[config.mk]
export PLATFORM = sky130hd
export DESIGN_NAME = audio_ctl_decoder
export DESIGN_NICKNAME = d
export VERILOG_FILES = /design/src/rtl/acd_pkg.sv /design/src/rtl/acd_cmd_classify.sv /design/src/rtl/acd_spk_reg.sv /design/src/rtl/acd_tone_reg.sv /design/src/rtl/audio_ctl_decoder.sv
export SDC_FILE = /design/constraint.sdc
export NUM_CORES = 1
export LEC_CHECK = 0
export BUFFER_PORTS_ARGS = -buffer_cell sky130_fd_sc_hd__buf_2
export CAP_MARGIN = 10
export CORE_MARGIN = 1.5
export CORE_UTILIZATION = 35
export DETAILED_ROUTE_END_ITERATION = 10
export HOLD_SLACK_MARGIN = 0.05
export PLACE_DENSITY = 0.61
export SLEW_MARGIN = 20
export SYNTH_ARGS = -nofsm -noshare
export SYNTH_HDL_FRONTEND = slang
export SYNTH_SLANG_ARGS = --single-unit
export TNS_END_PERCENT = 5
[constraint.sdc]
create_clock -name clk -period 2.2 [get_ports clk]
set_input_delay 0.33 -clock clk [delete_from_list [all_inputs] [get_ports clk]]
set_output_delay 0.33 -clock clk [all_outputs]
set_load 0.01 [all_outputs]
[src/rtl/acd_pkg.sv]
// Shared widths and command identifiers for the audio control decoder.
// Assumes one command per byte, identified by its leading bits.
package acd_pkg;
    localparam int BYTE_W = 8;
    localparam int VOL_W  = 6;
    localparam int SPK_W  = 5;
    localparam int TONE_W = 4;
    localparam int SEL_W  = 2;
    localparam int DOUT_N = 2;
    localparam int SIDES  = 2;
    localparam int PFX_W  = 4;

    typedef enum logic [2:0] {
        CMD_VOL    = 3'd0,
        CMD_SPK_L  = 3'd1,
        CMD_SPK_R  = 3'd2,
        CMD_SWITCH = 3'd3,
        CMD_BASS   = 3'd4,
        CMD_TREBLE = 3'd5
    } cmd_e;

    localparam int NCMD = 6;

    localparam logic [VOL_W-1:0]  VOL_RST  = '1;
    localparam logic [SPK_W-1:0]  SPK_MUTE = '1;
    localparam logic [TONE_W-1:0] TONE_RST = 4'sd1;
    localparam logic [SEL_W-1:0]  SEL_RST  = '0;
    localparam logic [DOUT_N-1:0] DOUT_RST = '1;
endpackage

[src/rtl/acd_cmd_classify.sv]
// Command classifier: maps the top nibble of a strobed byte to a one-hot
// register select. Assumes the byte is valid only while byte_vld is high;
// prefix 11 is reserved and selects nothing.
module acd_cmd_classify
    import acd_pkg::*;
(
    input  logic                clk,
    input  logic                rst_n,
    input  logic                byte_vld,
    input  logic [PFX_W-1:0]    byte_hi,
    output logic [NCMD-1:0]     hit
);
    // Decode the prefix into a one-hot register select.
    always_comb begin
        hit = '0;
        if (byte_vld) begin
            casez (byte_hi)
                4'b00??: hit[CMD_VOL]    = 1'b1;
                4'b100?: hit[CMD_SPK_L]  = 1'b1;
                4'b101?: hit[CMD_SPK_R]  = 1'b1;
                4'b010?: hit[CMD_SWITCH] = 1'b1;
                4'b0110: hit[CMD_BASS]   = 1'b1;
                4'b0111: hit[CMD_TREBLE] = 1'b1;
                default: hit = '0;
            endcase
        end
    end

    // reserved prefix addresses no register.
    p_reserved_ignored_r7: assert property (@(posedge clk) disable iff (!rst_n)
        (byte_vld && byte_hi[3:2] == 2'b11) |-> (hit == '0));

    // no strobe, no register select.
    p_idle_no_hit_r8: assert property (@(posedge clk) disable iff (!rst_n)
        !byte_vld |-> (hit == '0));
endmodule

[src/rtl/acd_spk_reg.sv]
// One speaker attenuator register. Holds a 5-bit step count; the all-ones
// code is the mute code. Assumes load is a single-cycle select.
module acd_spk_reg
    import acd_pkg::*;
(
    input  logic             clk,
    input  logic             rst_n,
    input  logic             load,
    input  logic [SPK_W-1:0] code,
    output logic [SPK_W-1:0] att,
    output logic             mute
);
    // Load the step count and mute flag, or power up muted.
    always_ff @(posedge clk) begin
        if (!rst_n) begin
            att  <= SPK_MUTE;
            mute <= 1'b1;
        end else if (load) begin
            att  <= code;
            mute <= (code == SPK_MUTE);
        end
    end

    // the all-ones field mutes.
    p_mute_code_r3: assert property (@(posedge clk) disable iff (!rst_n)
        (load && code == SPK_MUTE) |=> mute);
    // any other field unmutes.
    p_unmute_code_r3: assert property (@(posedge clk) disable iff (!rst_n)
        (load && code != SPK_MUTE) |=> !mute);
    // unaddressed register holds.
    p_spk_hold_r8: assert property (@(posedge clk) disable iff (!rst_n)
        !load |=> ($stable(att) && $stable(mute)));
    // reset mutes.
    p_spk_reset_r9: assert property (@(posedge clk)
        !rst_n |=> (mute && att == SPK_MUTE));
endmodule

[src/rtl/acd_tone_reg.sv]
// One tone register. Converts the sign-plus-inverted-magnitude code to a
// signed count of 2 dB steps; codes 0111 and 1111 both give zero.
// Assumes load is a single-cycle select.
module acd_tone_reg
    import acd_pkg::*;
(
    input  logic              clk,
    input  logic              rst_n,
    input  logic              load,
    input  logic [TONE_W-1:0] code,
    output logic [TONE_W-1:0] lvl
);
    logic [TONE_W-1:0] dec;

    // Cut codes count up towards zero, boost codes count down from +7.
    always_comb begin
        if (code[TONE_W-1]) dec = ~code;
        else                dec = code - 4'd7;
    end

    // Load the decoded level, or the power-up boost of one step.
    always_ff @(posedge clk) begin
        if (!rst_n)    lvl <= TONE_RST;
        else if (load) lvl <= dec;
    end

    // both zero codes give zero.
    p_tone_zero_r6: assert property (@(posedge clk) disable iff (!rst_n)
        (load && code[2:0] == 3'b111) |=> (lvl == '0));
    // the level stays within -7..+7.
    p_tone_range_r6: assert property (@(posedge clk) disable iff (!rst_n)
        lvl != 4'b1000);
    // unaddressed register holds.
    p_tone_hold_r8: assert property (@(posedge clk) disable iff (!rst_n)
        !load |=> $stable(lvl));
    // reset value is +1.
    p_tone_reset_r9: assert property (@(posedge clk)
        !rst_n |=> (lvl == TONE_RST));
endmodule

[src/rtl/audio_ctl_decoder.sv]
// Audio control register decoder, top level. Classifies each strobed byte by
// its prefix and loads volume, two speaker attenuators, the source switch and
// two tone registers. Assumes byte_vld pulses one cycle per received byte.
module audio_ctl_decoder
    import acd_pkg::*;
(
    input  logic              clk,
    input  logic              rst_n,
    input  logic              byte_vld,
    input  logic [7:0]        byte_dat,
    output logic [5:0]        vol_att,
    output logic [4:0]        spk_l_att,
    output logic              spk_l_mute,
    output logic [4:0]        spk_r_att,
    output logic              spk_r_mute,
    output logic [1:0]        in_sel,
    output logic [1:0]        dig_out,
    output logic [3:0]        bass_lvl,
    output logic [3:0]        treble_lvl
);
    logic [NCMD-1:0]   hit;
    logic [SPK_W-1:0]  spk_att_a  [SIDES];
    logic              spk_mute_a [SIDES];
    logic [TONE_W-1:0] tone_a     [SIDES];

    acd_cmd_classify u_cls (
        .clk      (clk),
        .rst_n    (rst_n),
        .byte_vld (byte_vld),
        .byte_hi  (byte_dat[BYTE_W-1 -: PFX_W]),
        .hit      (hit)
    );

    // Left then right speaker attenuators.
    for (genvar g = 0; g < SIDES; g++) begin : g_spk
        acd_spk_reg u_spk (
            .clk   (clk),
            .rst_n (rst_n),
            .load  (hit[int'(CMD_SPK_L) + g]),
            .code  (byte_dat[SPK_W-1:0]),
            .att   (spk_att_a[g]),
            .mute  (spk_mute_a[g])
        );
    end

    // Bass then treble tone registers.
    for (genvar g = 0; g < SIDES; g++) begin : g_tone
        acd_tone_reg u_tone (
            .clk   (clk),
            .rst_n (rst_n),
            .load  (hit[int'(CMD_BASS) + g]),
            .code  (byte_dat[TONE_W-1:0]),
            .lvl   (tone_a[g])
        );
    end

    assign spk_l_att  = spk_att_a[0];
    assign spk_l_mute = spk_mute_a[0];
    assign spk_r_att  = spk_att_a[1];
    assign spk_r_mute = spk_mute_a[1];
    assign bass_lvl   = tone_a[0];
    assign treble_lvl = tone_a[1];

    // Volume register: the low six bits are coarse*8 + fine directly.
    always_ff @(posedge clk) begin
        if (!rst_n)              vol_att <= VOL_RST;
        else if (hit[CMD_VOL])   vol_att <= byte_dat[VOL_W-1:0];
    end

    // Source switch: pins always load, source only when the enable bit is set.
    always_ff @(posedge clk) begin
        if (!rst_n) begin
            in_sel  <= SEL_RST;
            dig_out <= DOUT_RST;
        end else if (hit[CMD_SWITCH]) begin
            dig_out <= byte_dat[4:3];
            if (byte_dat[2]) in_sel <= byte_dat[SEL_W-1:0];
        end
    end

    // volume byte loads its low field.
    p_vol_load_r1: assert property (@(posedge clk) disable iff (!rst_n)
        (byte_vld && byte_dat[7:6] == 2'b00) |=> (vol_att == $past(byte_dat[5:0])));
    // pins follow d2/d1 of a switch byte.
    p_pins_load_r4: assert property (@(posedge clk) disable iff (!rst_n)
        (byte_vld && byte_dat[7:5] == 3'b010) |=> (dig_out == $past(byte_dat[4:3])));
    // source kept when the enable bit is clear.
    p_sel_keep_r5: assert property (@(posedge clk) disable iff (!rst_n)
        (byte_vld && byte_dat[7:5] == 3'b010 && !byte_dat[2]) |=> $stable(in_sel));
    // non-volume bytes leave volume alone.
    p_vol_hold_r8: assert property (@(posedge clk) disable iff (!rst_n)
        !(byte_vld && byte_dat[7:6] == 2'b00) |=> $stable(vol_att));
    // reset values of volume, source and pins.
    p_top_reset_r9: assert property (@(posedge clk)
        !rst_n |=> (vol_att == VOL_RST && in_sel == SEL_RST && dig_out == DOUT_RST));
endmodule

# ---- Word-level counts from Yosys, hierarchy flattened
# Cells that the tools add are included.
dict set report classes {
  n_addsub 1
  n_eq_ne 6
  muxes 8
  bitwise_logic 1
  reduce_logical 2
}
# op count
set op_table {}
lappend op_table {{equality test 4 x 3 -> 1 bit, second input constant} 2}
lappend op_table {{equality test 3 bit, second input constant} 2}
lappend op_table {{2-to-1 mux 1 bit} 6}
lappend op_table {{2-to-1 mux 6 bit} 1}
lappend op_table {{equality test 5 bit, second input constant} 1}
lappend op_table {{2-to-1 mux 4 bit} 1}
lappend op_table {{inverter 4 bit} 1}
lappend op_table {{subtractor 4 x 3 -> 4 bit, second input constant} 1}
lappend op_table {{equality test 3 x 2 -> 1 bit, second input constant} 1}
lappend op_table {{logical NOT 2 bit} 1}
lappend op_table {{AND reduction 2 bit} 1}
dict set report word_totals {
  regBits 30
  input_bits 11
}

# ---- Logic depth before layout (Yosys ltp)
# Gate-level depths: netlist of run 1.
dict set report logic_depth {
  depth_word 4
  mapped_depth 4
  ltp_nobuf 4
}

# ---- Hierarchy
# Synthesis of run 1 repeated with hierarchy kept, for this count alone.
dict set report hier_totals {
  hier_cells 126
  hier_area_um2 1248.7
}
# mod n_inst cells_each area_each_um2 seq_area_each_um2
set by_module_without_submodules {}
lappend by_module_without_submodules {acd_spk_reg 2 21 229.0 120.1}
lappend by_module_without_submodules {audio_ctl_decoder 1 35 369.1 200.2}
lappend by_module_without_submodules {acd_tone_reg 2 20 182.7 80.1}
lappend by_module_without_submodules {acd_cmd_classify 1 9 56.3 0.0}

# ---- Least setup slack after synthesis of run 1
# Ideal clock, no wire load.
dict set report synth_timing {
  kind {input -> register}
  startpoint {in byte_dat[3]}
  endpoint {reg g_tone[0].u_tone.lvl[2]}
  arrival_ns 1.002
  required_time_ns 2.076
  slack_ns 1.074
  path_stages 4
  path_buffers 1
  cell_sequence {buf_2 or3_1 nand4_1 a21boi_0}
}
dict set report synth_via {
  elab_chain_len 1
}
# item line_no
set synth_lines {}
lappend synth_lines {{from (decl)} audio_ctl_decoder.sv:10} ;# input logic [7:0] byte_dat,
lappend synth_lines {{2-to-1 mux 4 bit} acd_tone_reg.sv:17} ;# if (code[TONE_W-1]) dec = ~code;
lappend synth_lines {{to (signal assigned)} acd_tone_reg.sv:23} ;# if (!rst_n) lvl <= TONE_RST;
lappend synth_lines {{to (signal assigned)} acd_tone_reg.sv:24} ;# else if (load) lvl <= dec;
lappend synth_lines {{to (decl)} acd_tone_reg.sv:11} ;# output logic [TONE_W-1:0] lvl
# No other way between the ends.
# A chain may end at the register's enable or synchronous reset.

# ---- Worst setup path in the final report of run 1
dict set report layout_timing {
  startpoint {reg g_spk[0].u_spk.att[1]}
  endpoint {out spk_l_att[1]}
}
# item line_no
set layout_rtl {}
lappend layout_rtl {{from (decl)} acd_spk_reg.sv:10} ;# output logic [SPK_W-1:0] att,
lappend layout_rtl {{from (signal assigned)} acd_spk_reg.sv:19} ;# att <= code;
lappend layout_rtl {{to (decl)} audio_ctl_decoder.sv:12} ;# output logic [4:0] spk_l_att,
# No word-level cell between the ends.

==> flow_metrics.env, run 1 <==
export IMPL_cts_resized_gates=0
export IMPL_drt_initial_drc_count=21
export IMPL_grt_pass1_wl_um=4370
export IMPL_required_ns=1.87
export IMPL_syn_inst=121
export IMPL_cts_setup_buffers=0
export IMPL_post_route_util_pct=44.6
export IMPL_reg2reg_slack_ns=1.52
export IMPL_clkSinkCount=30
export IMPL_tightest_slew_ns=0.553
export IMPL_setup_viol_count_final=0
export IMPL_hpwl_um=1970
export IMPL_max_slew_margin_pct=63.1
export IMPL_postSynthAreaPerCell_um2=9.93
export IMPL_core_mm2=0.00331
export IMPL_drive_gt1_share_pct=29.8
export IMPL_start_util_pct=36.3
export IMPL_cts_buffer_depth=2
export IMPL_hold_path_end="vol_att[5]$_SDFFE_PN1P_"
export IMPL_finalClockSkew_ns=0
export IMPL_grt_use_total_pct=16.5
export IMPL_ff_latch_area_um2=601
export IMPL_cts_root_buf="clkbuf_4"
export IMPL_timing_rr_start="g_tone[1].u_tone.lvl[2]$_SDFFE_PN0P_"
export IMPL_layout_common_cells="buf_2 (40), nand2_1 (31), dfxtp_1 (30), mux2i_1 (22)"
export IMPL_rsz0062_at_grt="no"
export IMPL_path_class="reg2out"
export IMPL_worstHoldStart="byte_dat[5]"
export IMPL_first_global_vias=906
export IMPL_numCtsBuffers=5
export IMPL_max_vdd_ir_drop_mv=0.337
export IMPL_overflow=0
export IMPL_cap_violations=0
export IMPL_wl_per_cell_um=12.9
export IMPL_cp_start_kind="register"
export IMPL_antenna_found_initial=0
export IMPL_hold_viol=0
export IMPL_hold_buffers=0
export IMPL_cp_top_family="flip-flops"
export IMPL_holdPathStages=3
export IMPL_crit_fanout=2
export IMPL_cp_slowest_cell="dfxtp_1"
export IMPL_clock_latency_ns=0.33
export IMPL_critPathBufInv=1
export IMPL_nNetsFinal=173
export IMPL_dr_pass1_iters=4
export IMPL_io_pin_count=41
export IMPL_finalWeightedCongestion=0.701
export IMPL_slowest_delay_ns=0.35
export IMPL_die_w_um=61.6
export IMPL_grt_max_degree=35
export IMPL_fin_crit_ns=1.15
export IMPL_final_common_cell="buf_2"
export IMPL_yosys_warnings=0
export IMPL_multi_input_area_um2=564
export IMPL_seq_area_frac_synth_pct=50.0
export IMPL_die_h_um=61.6
export IMPL_ys_types=23
export IMPL_clkSlewWorstSetupHoldPaths_ns=0.09
export IMPL_r2r_cells=2
export IMPL_maxSlewViolCount=0
export IMPL_cts_tree="done"
export IMPL_antennaDiodeCount=0
export IMPL_worstPathArrival_ns=0.82
export IMPL_min_path_type="in2reg"
export IMPL_fmax_mhz=867
export IMPL_ys_ff_latch=30
export IMPL_setup_tns_ns=0
export IMPL_io_buffers=40
export IMPL_synth_fp_nets=133
export IMPL_status="finished, final reports clean"
export IMPL_vias=982
export IMPL_drc=0
export IMPL_reg2reg_to="g_tone[1].u_tone.lvl[2]$_SDFFE_PN0P_"
export IMPL_num_rows=21
export IMPL_area_delta_synth_final_pct=22.8
export IMPL_nFillCells=359
export IMPL_final_antenna_net_count=0
export IMPL_cp_cell_sequence="buf_2"
export IMPL_route_final_wire_length_um=2680
export IMPL_p_leak_nw=0.689
export IMPL_via_per_inst=4.74
export IMPL_power_density_mw_per_mm2=646
export IMPL_netlist_area_mm2=0.00120
export IMPL_cp_end_kind="primary output"
export IMPL_finalCritPeriodShare_pct=52.4
export IMPL_htreeDepth=2
export IMPL_die_area_mm2=0.00379
==> where the power goes <==
part	internal [mW]	total, mW	switching, mW
registers	0.556	0.562	0.00631
logic	0.0387	0.0967	0.0580
clock network	0.120	0.294	0.174
==> Yosys cell counts (all sizes together) <==
master | instances | share of area, %
nor3 | 1 | 0.42
a21boi | 2 | 1.2
nand3b | 1 | 0.63
nand2 | 31 | 9.7
buf | 2 | 0.83
dfxtp | 30 | 50
mux2i | 22 | 18
o21ai | 5 | 2.1
inv | 2 | 0.63
nor3b | 1 | 1.6
nand4bb | 1 | 0.94
ha | 1 | 1.0
and4bb | 1 | 1.0
nand4b | 2 | 2.0
a31oi | 1 | 0.52
nand4 | 3 | 1.6
and4b | 1 | 0.83
nand3 | 1 | 0.42
clkbuf | 5 | 1.6
or3 | 1 | 0.52
nor2b | 2 | 1.0
o211ai | 5 | 3.1
==> cell type report <==
type                       instances  share of cell area (%)
tap                               46                    3.90
timing repair buffer              40                    13.6
clock buffer                       7                    3.05
inverter                           2                   0.509
sequential                        30                    40.7
multi-input combinational         82                    38.3
==> metal layers <==
layer  global-route usage (%)  up-vias  wire, um
li1                         -      499         -
met1                     20.6      443      1290
met2                     24.1       34      1120
met3                     6.51        6       204
met4                     9.12        0        66
met5                        0        -         0
==> flip-flops by register name (all words and copies together) (netlist names) <==
signal             count
vol_att                6
dig_out                2
in_sel                 2
g_spk.u_spk.mute       2
g_spk.u_spk.att       10
g_tone.u_tone.lvl      8
==> cells by family (layout without fill, tap and decap cells) <==
family / after synthesis / in the layout / synth area share [%]
muxes: 22 / 22 / 18.3
and+or+nand+nor: 46 / 46 / 20.6
buffers and inverters: 9 / 49 / 3.02
AOI/OAI and AO/OA: 13 / 13 / 6.98
DFF: 30 / 30 / 50.0
adders and majority gates: 1 / 1 / 1.04
==> worst max-delay path by stage <==
| stage | startpoint | endpoint | slack (ns) | cells past startpoint |
|---|---|---|---|---|
| floorplan | byte_dat[3] | g_tone[0].u_tone.lvl[2]$_SDFFE_PN0P_ | 1.07 | 4 |
| global placement | byte_dat[6] | g_spk[0].u_spk.att[0]$_SDFFE_PN1P_ | 0.85 | 4 |
| detailed placement | byte_dat[6] | g_spk[0].u_spk.att[1]$_SDFFE_PN1P_ | 0.74 | 4 |
| CTS | g_spk[0].u_spk.att[1]$_SDFFE_PN1P_ | spk_l_att[1] | 1.03 | 1 |
| global route | g_tone[0].u_tone.lvl[1]$_SDFFE_PN0P_ | bass_lvl[1] | 1.0 | 1 |
| finish | g_spk[0].u_spk.att[1]$_SDFFE_PN1P_ | spk_l_att[1] | 1.05 | 1 |
==> per-stage QoR <==
stage	hold WS [ns]	setup WS (ns)	instances	power (mW)	area (um2)
global placement	0.447	0.851	200	0.670	1430
global route	0.318	0.996	207	1.01	1480
CTS	0.306	1.03	207	0.968	1480
floorplan	0.455	1.07	121	0.632	1200
finish	0.318	1.05	207	0.953	1480
detailed placement	0.452	0.744	200	0.673	1430
No activity file was read; power rests on OpenSTA's default activity.
==> inputs of run 2 (changes only) <==
--- a/config.mk
+++ b/config.mk
@@ -5,13 +5,14 @@
 export SDC_FILE = /design/constraint.sdc
 export NUM_CORES = 1
 export LEC_CHECK = 0
+export ABC_AREA = 1
 export BUFFER_PORTS_ARGS = -buffer_cell sky130_fd_sc_hd__buf_2
 export CAP_MARGIN = 10
 export CORE_MARGIN = 1.5
 export CORE_UTILIZATION = 35
 export DETAILED_ROUTE_END_ITERATION = 10
 export HOLD_SLACK_MARGIN = 0.05
-export PLACE_DENSITY = 0.61
+export PLACE_DENSITY = 0.63
 export SLEW_MARGIN = 20
 export SYNTH_ARGS = -nofsm -noshare
 export SYNTH_HDL_FRONTEND = slang
==> constraint.sdc (replaced) <==
create_clock -name clk -period 0.95 [get_ports clk]
set_input_delay 0.1425 -clock clk [delete_from_list [all_inputs] [get_ports clk]]
set_output_delay 0.1425 -clock clk [all_outputs]
set_load 0.01 [all_outputs]
==> run 2 against run 1 <==
Power grew to 3.2 times the previous value. Global-route usage shrank 0.14 points. Combinational power rose to 3.8 times the previous value. Register-to-register slack worse by 1.3 ns. Largest power group is now the clock network. Sequential share of layout area is 7.2 points lower. Synthesized area is 2.8% higher.
==> flow_metrics.env, run 2 <==
export IMPL_antennaDiodeCount=0
export IMPL_path_class="reg2out"
export IMPL_nNetsFinal=228
export IMPL_drt_initial_drc_count=41
export IMPL_numCtsBuffers=5
export IMPL_final_area_mm2=0.00190
export IMPL_slowest_delay_ns=0.35
export IMPL_critPathBufInv=1
export IMPL_hpwl_um=2120
export IMPL_max_vdd_ir_drop_mv=0.933
export IMPL_clkSinkCount=30
export IMPL_seq_power_share_pct=43.7
export IMPL_drive_gt1_share_pct=45.6
export IMPL_setup_viol_count_final=0
export IMPL_post_place_ws_ns=-0.105
export IMPL_cts_tree="done"
export IMPL_core_mm2=0.00336
export IMPL_pwr_share_clk_pct=44.3
export IMPL_io_pin_count=41
export IMPL_wl_per_cell_um=11.7
export IMPL_cp_top_family="flip-flops"
export IMPL_htreeDepth=2
export IMPL_top_layer="met4"
export IMPL_die_area_mm2=0.00389
export IMPL_cp_start_kind="register"
export IMPL_antenna_found_initial=0
export IMPL_ys_types=17
export IMPL_final_antenna_net_count=0
export IMPL_crit_fanout=2
export IMPL_fmax_mhz=1070
export IMPL_p_sw_share_pct=22.3
export IMPL_first_global_vias=1113
export IMPL_internal_power_mw=2.39
export IMPL_fin_crit_ns=0.937
export IMPL_layout_common_cells="nand2_1 (52), dfxtp_2 (30), buf_6 (30), o211ai_1 (18), inv_1 (16)"
export IMPL_setup_tns_ns=0
export IMPL_crit_start="dig_out[0]$_SDFFE_PN1P_"
export IMPL_wl_met3_um=237
export IMPL_required_ns=0.81
export IMPL_p_leak_nw=0.940
export IMPL_io_buffers=40
export IMPL_combPwrFrac_pct=12.1
export IMPL_worstPathArrival_ns=0.79
export IMPL_finalClockSkew_ns=0
export IMPL_maxSlewViolCount=0
export IMPL_power_density_mw_per_mm2=1610
export IMPL_regMostFlops="g_spk.u_spk.att"
export IMPL_synth_flop_cell="dfxtp_1"
export IMPL_max_slew_margin_pct=76.3
export IMPL_synth_edf_count=0
export IMPL_async_reset_ff_share_pct=0
export IMPL_syn_inst=160
export IMPL_start_util_pct=36.7
export IMPL_r2r_cells=3
export IMPL_vias=1213
export IMPL_route_final_wire_length_um=3080
export IMPL_met1_length_um=1310
export IMPL_post_dp_cell_area_mm2=0.00156
export IMPL_seq_area_frac_synth_pct=48.6
export IMPL_die_w_um=62.4
export IMPL_postSynthAreaPerCell_um2=7.72
export IMPL_finalWeightedCongestion=0.755
export IMPL_cp_cell_sequence="buf_6"
export IMPL_rsz0062_at_grt="yes"
export IMPL_cts_root_buf="clkbuf_4"
export IMPL_grt_pass1_wl_um=4910
export IMPL_top_regs="g_spk.u_spk.att (10), g_tone.u_tone.lvl (8), vol_att (6)"
export IMPL_netlist_area_mm2=0.00123
export IMPL_holdWs_ns=0.166
export IMPL_status="finished, final reports clean"
export IMPL_synth_most_common_cell="nand2_1"
export IMPL_area_delta_synth_final_pct=54.1
export IMPL_cp_depth=1
export IMPL_via_per_inst=4.61
export IMPL_clkSlewWorstSetupHoldPaths_ns=0.10
export IMPL_drc=0
export IMPL_tightest_slew_ns=0.355
export IMPL_num_rows=21
export IMPL_cp_end_kind="primary output"
export IMPL_min_path_type="in2reg"
export IMPL_nFillCells=330
export IMPL_largest_reg_flops=10
export IMPL_worst_slack_ns=0.0132
export IMPL_p_switching_mw=0.685
export IMPL_cp_slowest_cell="dfxtp_2"
export IMPL_synth_fp_nets=172
export IMPL_clock_latency_ns=0.33
export IMPL_synth_top_area_share_pct=48.6
export IMPL_synth_top_area_cell="dfxtp_1"
export IMPL_grt_max_degree=31
export IMPL_holdPathStages=4
export IMPL_cts_buffer_depth=2
export IMPL_reg2reg_slack_ns=0.23
export IMPL_yosys_top_cells_count="nand2_1 (52), dfxtp_1 (30), o211ai_1 (18), inv_1 (16), nand3_1 (15)"
export IMPL_yosys_warnings=0
export IMPL_overflow=0
export IMPL_timing_rr_start="g_spk[0].u_spk.att[4]$_SDFFE_PN1P_"
export IMPL_grt_use_total_pct=16.3
export IMPL_reg2reg_to="g_spk[0].u_spk.att[4]$_SDFFE_PN1P_"
export IMPL_ys_ff_latch=30
export IMPL_total_power_mw=3.07
export IMPL_die_h_um=62.4
export IMPL_dr_pass1_iters=4
export IMPL_hold_buffers=0
export IMPL_finalCritPeriodShare_pct=98.6
export IMPL_hold_viol=0
export IMPL_worstSetupEndpoint="dig_out[0]"
export IMPL_cap_violations=0
export IMPL_met2_length_um=1520
export IMPL_yosys_top_cells_area="dfxtp_1 (49%), nand2_1 (16%), o211ai_1 (11%)"
export IMPL_final_common_cell="nand2_1"
## run 2: cell types whose count changed after synthesis, sizes merged, moves of 2 or more
| cell | delta |
|---|---|
| mux2i | -22 |
| nand2 | +21 |
| nor2 | +17 |
| inv | +15 |
| nand3 | +14 |
| o211ai | +13 |
| o21ai | -4 |
| nand4 | -3 |
| a21boi | -2 |
| a21oi | +2 |
| clkbuf | -2 |
| nand4b | -2 |
| nor2b | -2 |
## run 2: final cells by class
class | count | area (um2) | area share, %
repair buffers | 55 | 513 | 27.0
clock buffers | 6 | 51.3 | 2.70
well taps | 46 | 57.6 | 3.02
inverters | 17 | 63.8 | 3.35
multi-input cells | 107 | 519 | 27.3
flip-flops and latches | 30 | 638 | 33.5
clock inverters | 2 | 60.1 | 3.16
## run 2: logic make-up after synthesis
| group | share of synthesized area (%) |
|---|---|
| simple gates | 28.9 |
| flops | 48.6 |
| buf+inv | 9.32 |
| compound gates | 12.2 |
| fa+ha+maj | 1.01 |
## run 2: timing repair
item,in CTS,in global routing
gates resized for setup,25,35
gates cloned,0,0
buffers inserted,0,1
setup endpoints to repair,21,30
pin swaps,0,0
## run 2: metal layers
metal  up-vias  track usage (%)
met5         -                0
met4         0             6.67
met3         2             7.39
met2        37             26.5
met1       542             18.7
li1        632                -
## run 2: power by group through the flow
stage	registers [mW]	logic (mW)	clock network [mW]
2_1_floorplan	1.37	0.151	0
3_3_place_gp	1.35	0.317	0
3_5_place_dp	1.35	0.321	0
6_report	1.34	0.371	1.36
4_1_cts	1.33	0.329	1.37
5_1_grt	1.35	0.413	1.47
## run 2: worst min path at each step
stage,startpoint,to
2_1_floorplan,byte_dat[2],in_sel[0]$_SDFFE_PN0P_
3_3_place_gp,g_tone[1].u_tone.lvl[0]$_SDFFE_PN1P_,g_tone[1].u_tone.lvl[0]$_SDFFE_PN1P_
3_5_place_dp,g_tone[1].u_tone.lvl[0]$_SDFFE_PN1P_,g_tone[1].u_tone.lvl[0]$_SDFFE_PN1P_
4_1_cts,byte_dat[2],in_sel[1]$_SDFFE_PN0P_
5_1_grt,byte_dat[5],vol_att[5]$_SDFFE_PN1P_
6_report,byte_dat[2],in_sel[1]$_SDFFE_PN0P_
## run 2: metrics by stage
| stage | std cells | util (%) |
|---|---|---|
| final | 263 | 56.6 |
| after detailed placement | 254 | 46.4 |
| after CTS | 262 | 51.2 |
| after floorplan | 160 | - |
| after global placement | 254 | 46.4 |
| after global routing | 263 | 56.6 |
==> inputs of run 3 (changes only) <==
--- a/config.mk
+++ b/config.mk
@@ -5,7 +5,7 @@
 export SDC_FILE = /design/constraint.sdc
 export NUM_CORES = 1
 export LEC_CHECK = 0
-export ABC_AREA = 1
+export ABC_AREA = 0
 export BUFFER_PORTS_ARGS = -buffer_cell sky130_fd_sc_hd__buf_2
 export CAP_MARGIN = 10
 export CORE_MARGIN = 1.5
==> run 3 against run 2 <==
Sequential power about the same. Maximum frequency up 0.21%. Utilization fell by 1.7 points. Flip-flop and latch count did not move. Global-route usage about the same. Register-to-register slack better by 0.03 ns. Largest cell class unchanged. Largest power group is now sequential cells. Highest routed layer unchanged.
==> flow_metrics.env, run 3 (synthesis gave the netlist of run 1 again) <==
export IMPL_via_per_inst=4.68
export IMPL_drt_initial_drc_count=10
export IMPL_status="finished, final reports clean"
export IMPL_power_density_mw_per_mm2=1330
export IMPL_grt_pass1_wl_um=4320
export IMPL_first_global_vias=935
export IMPL_r2r_cells=2
export IMPL_route_final_wire_length_um=2890
export IMPL_slowest_delay_ns=0.34
export IMPL_antenna_found_initial=0
export IMPL_final_antenna_net_count=0
export IMPL_path_class="reg2out"
export IMPL_grt_max_degree=16
export IMPL_dr_pass1_iters=4
export IMPL_cp_cell_sequence="buf_6"
export IMPL_numCtsBuffers=5
export IMPL_drc=0
export IMPL_die_h_um=61.6
export IMPL_overflow=0
export IMPL_cap_violations=0
export IMPL_hold_viol=0
export IMPL_cts_root_buf="clkbuf_4"
export IMPL_cp_top_family="flip-flops"
export IMPL_crit_start="vol_att[1]$_SDFFE_PN1P_"
export IMPL_antennaDiodeCount=0
export IMPL_tightest_slew_ns=0.267
export IMPL_p_leak_nw=0.837
export IMPL_setup_viol_count_final=0
export IMPL_start_util_pct=36.3
export IMPL_hold_path_end="g_tone[1].u_tone.lvl[2]$_SDFFE_PN0P_"
export IMPL_num_rows=21
export IMPL_hpwl_um=2040
export IMPL_wl_per_cell_um=13.1
export IMPL_crit_fanout=2
export IMPL_cp_end_kind="primary output"
export IMPL_finalClockSkew_ns=0
export IMPL_timing_rr_start="g_tone[0].u_tone.lvl[2]$_SDFFE_PN0P_"
export IMPL_max_slew_margin_pct=82.1
export IMPL_cts_buffer_depth=2
export IMPL_worst_slack_ns=0.0152
export IMPL_required_ns=0.81
export IMPL_finalCritPeriodShare_pct=98.4
export IMPL_drive_gt1_share_pct=52.9
export IMPL_fin_crit_ns=0.935
export IMPL_max_vdd_ir_drop_mv=0.805
export IMPL_fmax_mhz=1070
export IMPL_area_delta_synth_final_pct=51.4
export IMPL_nNetsFinal=185
export IMPL_vias=1030
export IMPL_layout_common_cells="nand2_1 (31), dfxtp_2 (30), buf_6 (30), mux2i_1 (22), buf_4 (11)"
export IMPL_cp_slowest_cell="dfxtp_2"
export IMPL_clkSinkCount=30
export IMPL_nFillCells=314
export IMPL_io_pin_count=41
export IMPL_regMostFlops="g_spk.u_spk.att"
export IMPL_min_path_type="in2reg"
export IMPL_top_regs="g_spk.u_spk.att (10), g_tone.u_tone.lvl (8), vol_att (6)"
export IMPL_grt_use_total_pct=16.4
export IMPL_finalWeightedCongestion=0.810
export IMPL_post_place_ws_ns=-0.168
export IMPL_maxSlewViolCount=0
export IMPL_final_common_cell="nand2_1"
export IMPL_clock_latency_ns=0.34
export IMPL_clkSlewWorstSetupHoldPaths_ns=0.09
export IMPL_largest_reg_flops=10
export IMPL_reg2reg_slack_ns=0.26
export IMPL_cp_start_kind="register"
export IMPL_die_area_mm2=0.00379
export IMPL_critPathBufInv=1
export IMPL_io_buffers=40
export IMPL_die_w_um=61.6
export IMPL_worstPathArrival_ns=0.79
export IMPL_cts_tree="done"
export IMPL_holdPathStages=2
export IMPL_worstHoldStart="rst_n"
export IMPL_setup_tns_ns=0
export IMPL_reg2reg_to="g_tone[0].u_tone.lvl[2]$_SDFFE_PN0P_"
export IMPL_htreeDepth=2
export IMPL_core_mm2=0.00331
export IMPL_rsz0062_at_grt="yes"
==> run 3: changes by cell type in the layout (fill, tap and decap cells not counted), moves of 4 or more <==
cell / previous run / this run
o21ai_0: 1 / 5
nor2_2: 4 / 0
nor2_1: 12 / 0
nand2_1: 52 / 31
o211ai_1: 18 / 5
inv_1: 16 / 2
nand3_1: 15 / 1
mux2i_1: 0 / 22
==> run 3: worst max path at each step <==
stage / to / slack, ns / cells past startpoint
3_3_place_gp: g_tone[1].u_tone.lvl[2]$_SDFFE_PN0P_ / -0.12 / 5
6_report: vol_att[1] / 0.02 / 1
5_1_grt: dig_out[1] / -0.02 / 1
2_1_floorplan: g_tone[0].u_tone.lvl[2]$_SDFFE_PN0P_ / 0.01 / 4
3_5_place_dp: g_tone[0].u_tone.lvl[2]$_SDFFE_PN0P_ / -0.17 / 5
4_1_cts: vol_att[1] / 0.0003 / 1
==> run 3: routing by layer <==
layer  up-vias  global-route usage (%)  wire length (um)
li1        525                       -                 -
met1       455                    20.0              1250
met2        42                    23.8              1300
met3         8                    8.82               267
met4         0                    7.29                83
met5         -                       0                 0
==> run 3: area by class of cell <==
cell class,count,area [um2],area share (%)
Clock buffer,7,55.1,3.03
Timing Repair Buffer,52,490,27.0
Tap cell,46,57.6,3.17
Multi-Input combinational cell,82,564,31.0
Clock inverter,1,5.00,0.275
Sequential cell,30,638,35.1
Inverter,2,7.51,0.413
==> run 3: where the power goes <==
group,switching [mW],internal (mW)
registers,0.0209,1.29
clock network,0.446,0.358
logic,0.144,0.152
==> run 3: what timing repair did <==
action / CTS / global route
resized for setup: 21 / 39
hold buffers: 0 / 0
setup buffers: 0 / 2
endpoints found under the setup margin: 19 / 30
endpoints found under the hold margin: 0 / 0
==> run 3: metrics by stage <==
| step | cell area [um2] | total power [mW] | instances | utilization [%] | hold slack [ns] |
|---|---|---|---|---|---|
| 2_1_floorplan | 1200 | 1.46 | 121 | - | 0.268 |
| 6_report | 1820 | 2.41 | 220 | 54.9 | 0.0961 |
| 3_5_place_dp | 1520 | 1.59 | 210 | 45.8 | 0.453 |
| 5_1_grt | 1820 | 2.52 | 220 | 54.9 | 0.0938 |
| 4_1_cts | 1610 | 2.39 | 218 | 48.8 | 0.102 |
| 3_3_place_gp | 1520 | 1.58 | 210 | 45.8 | 0.447 |
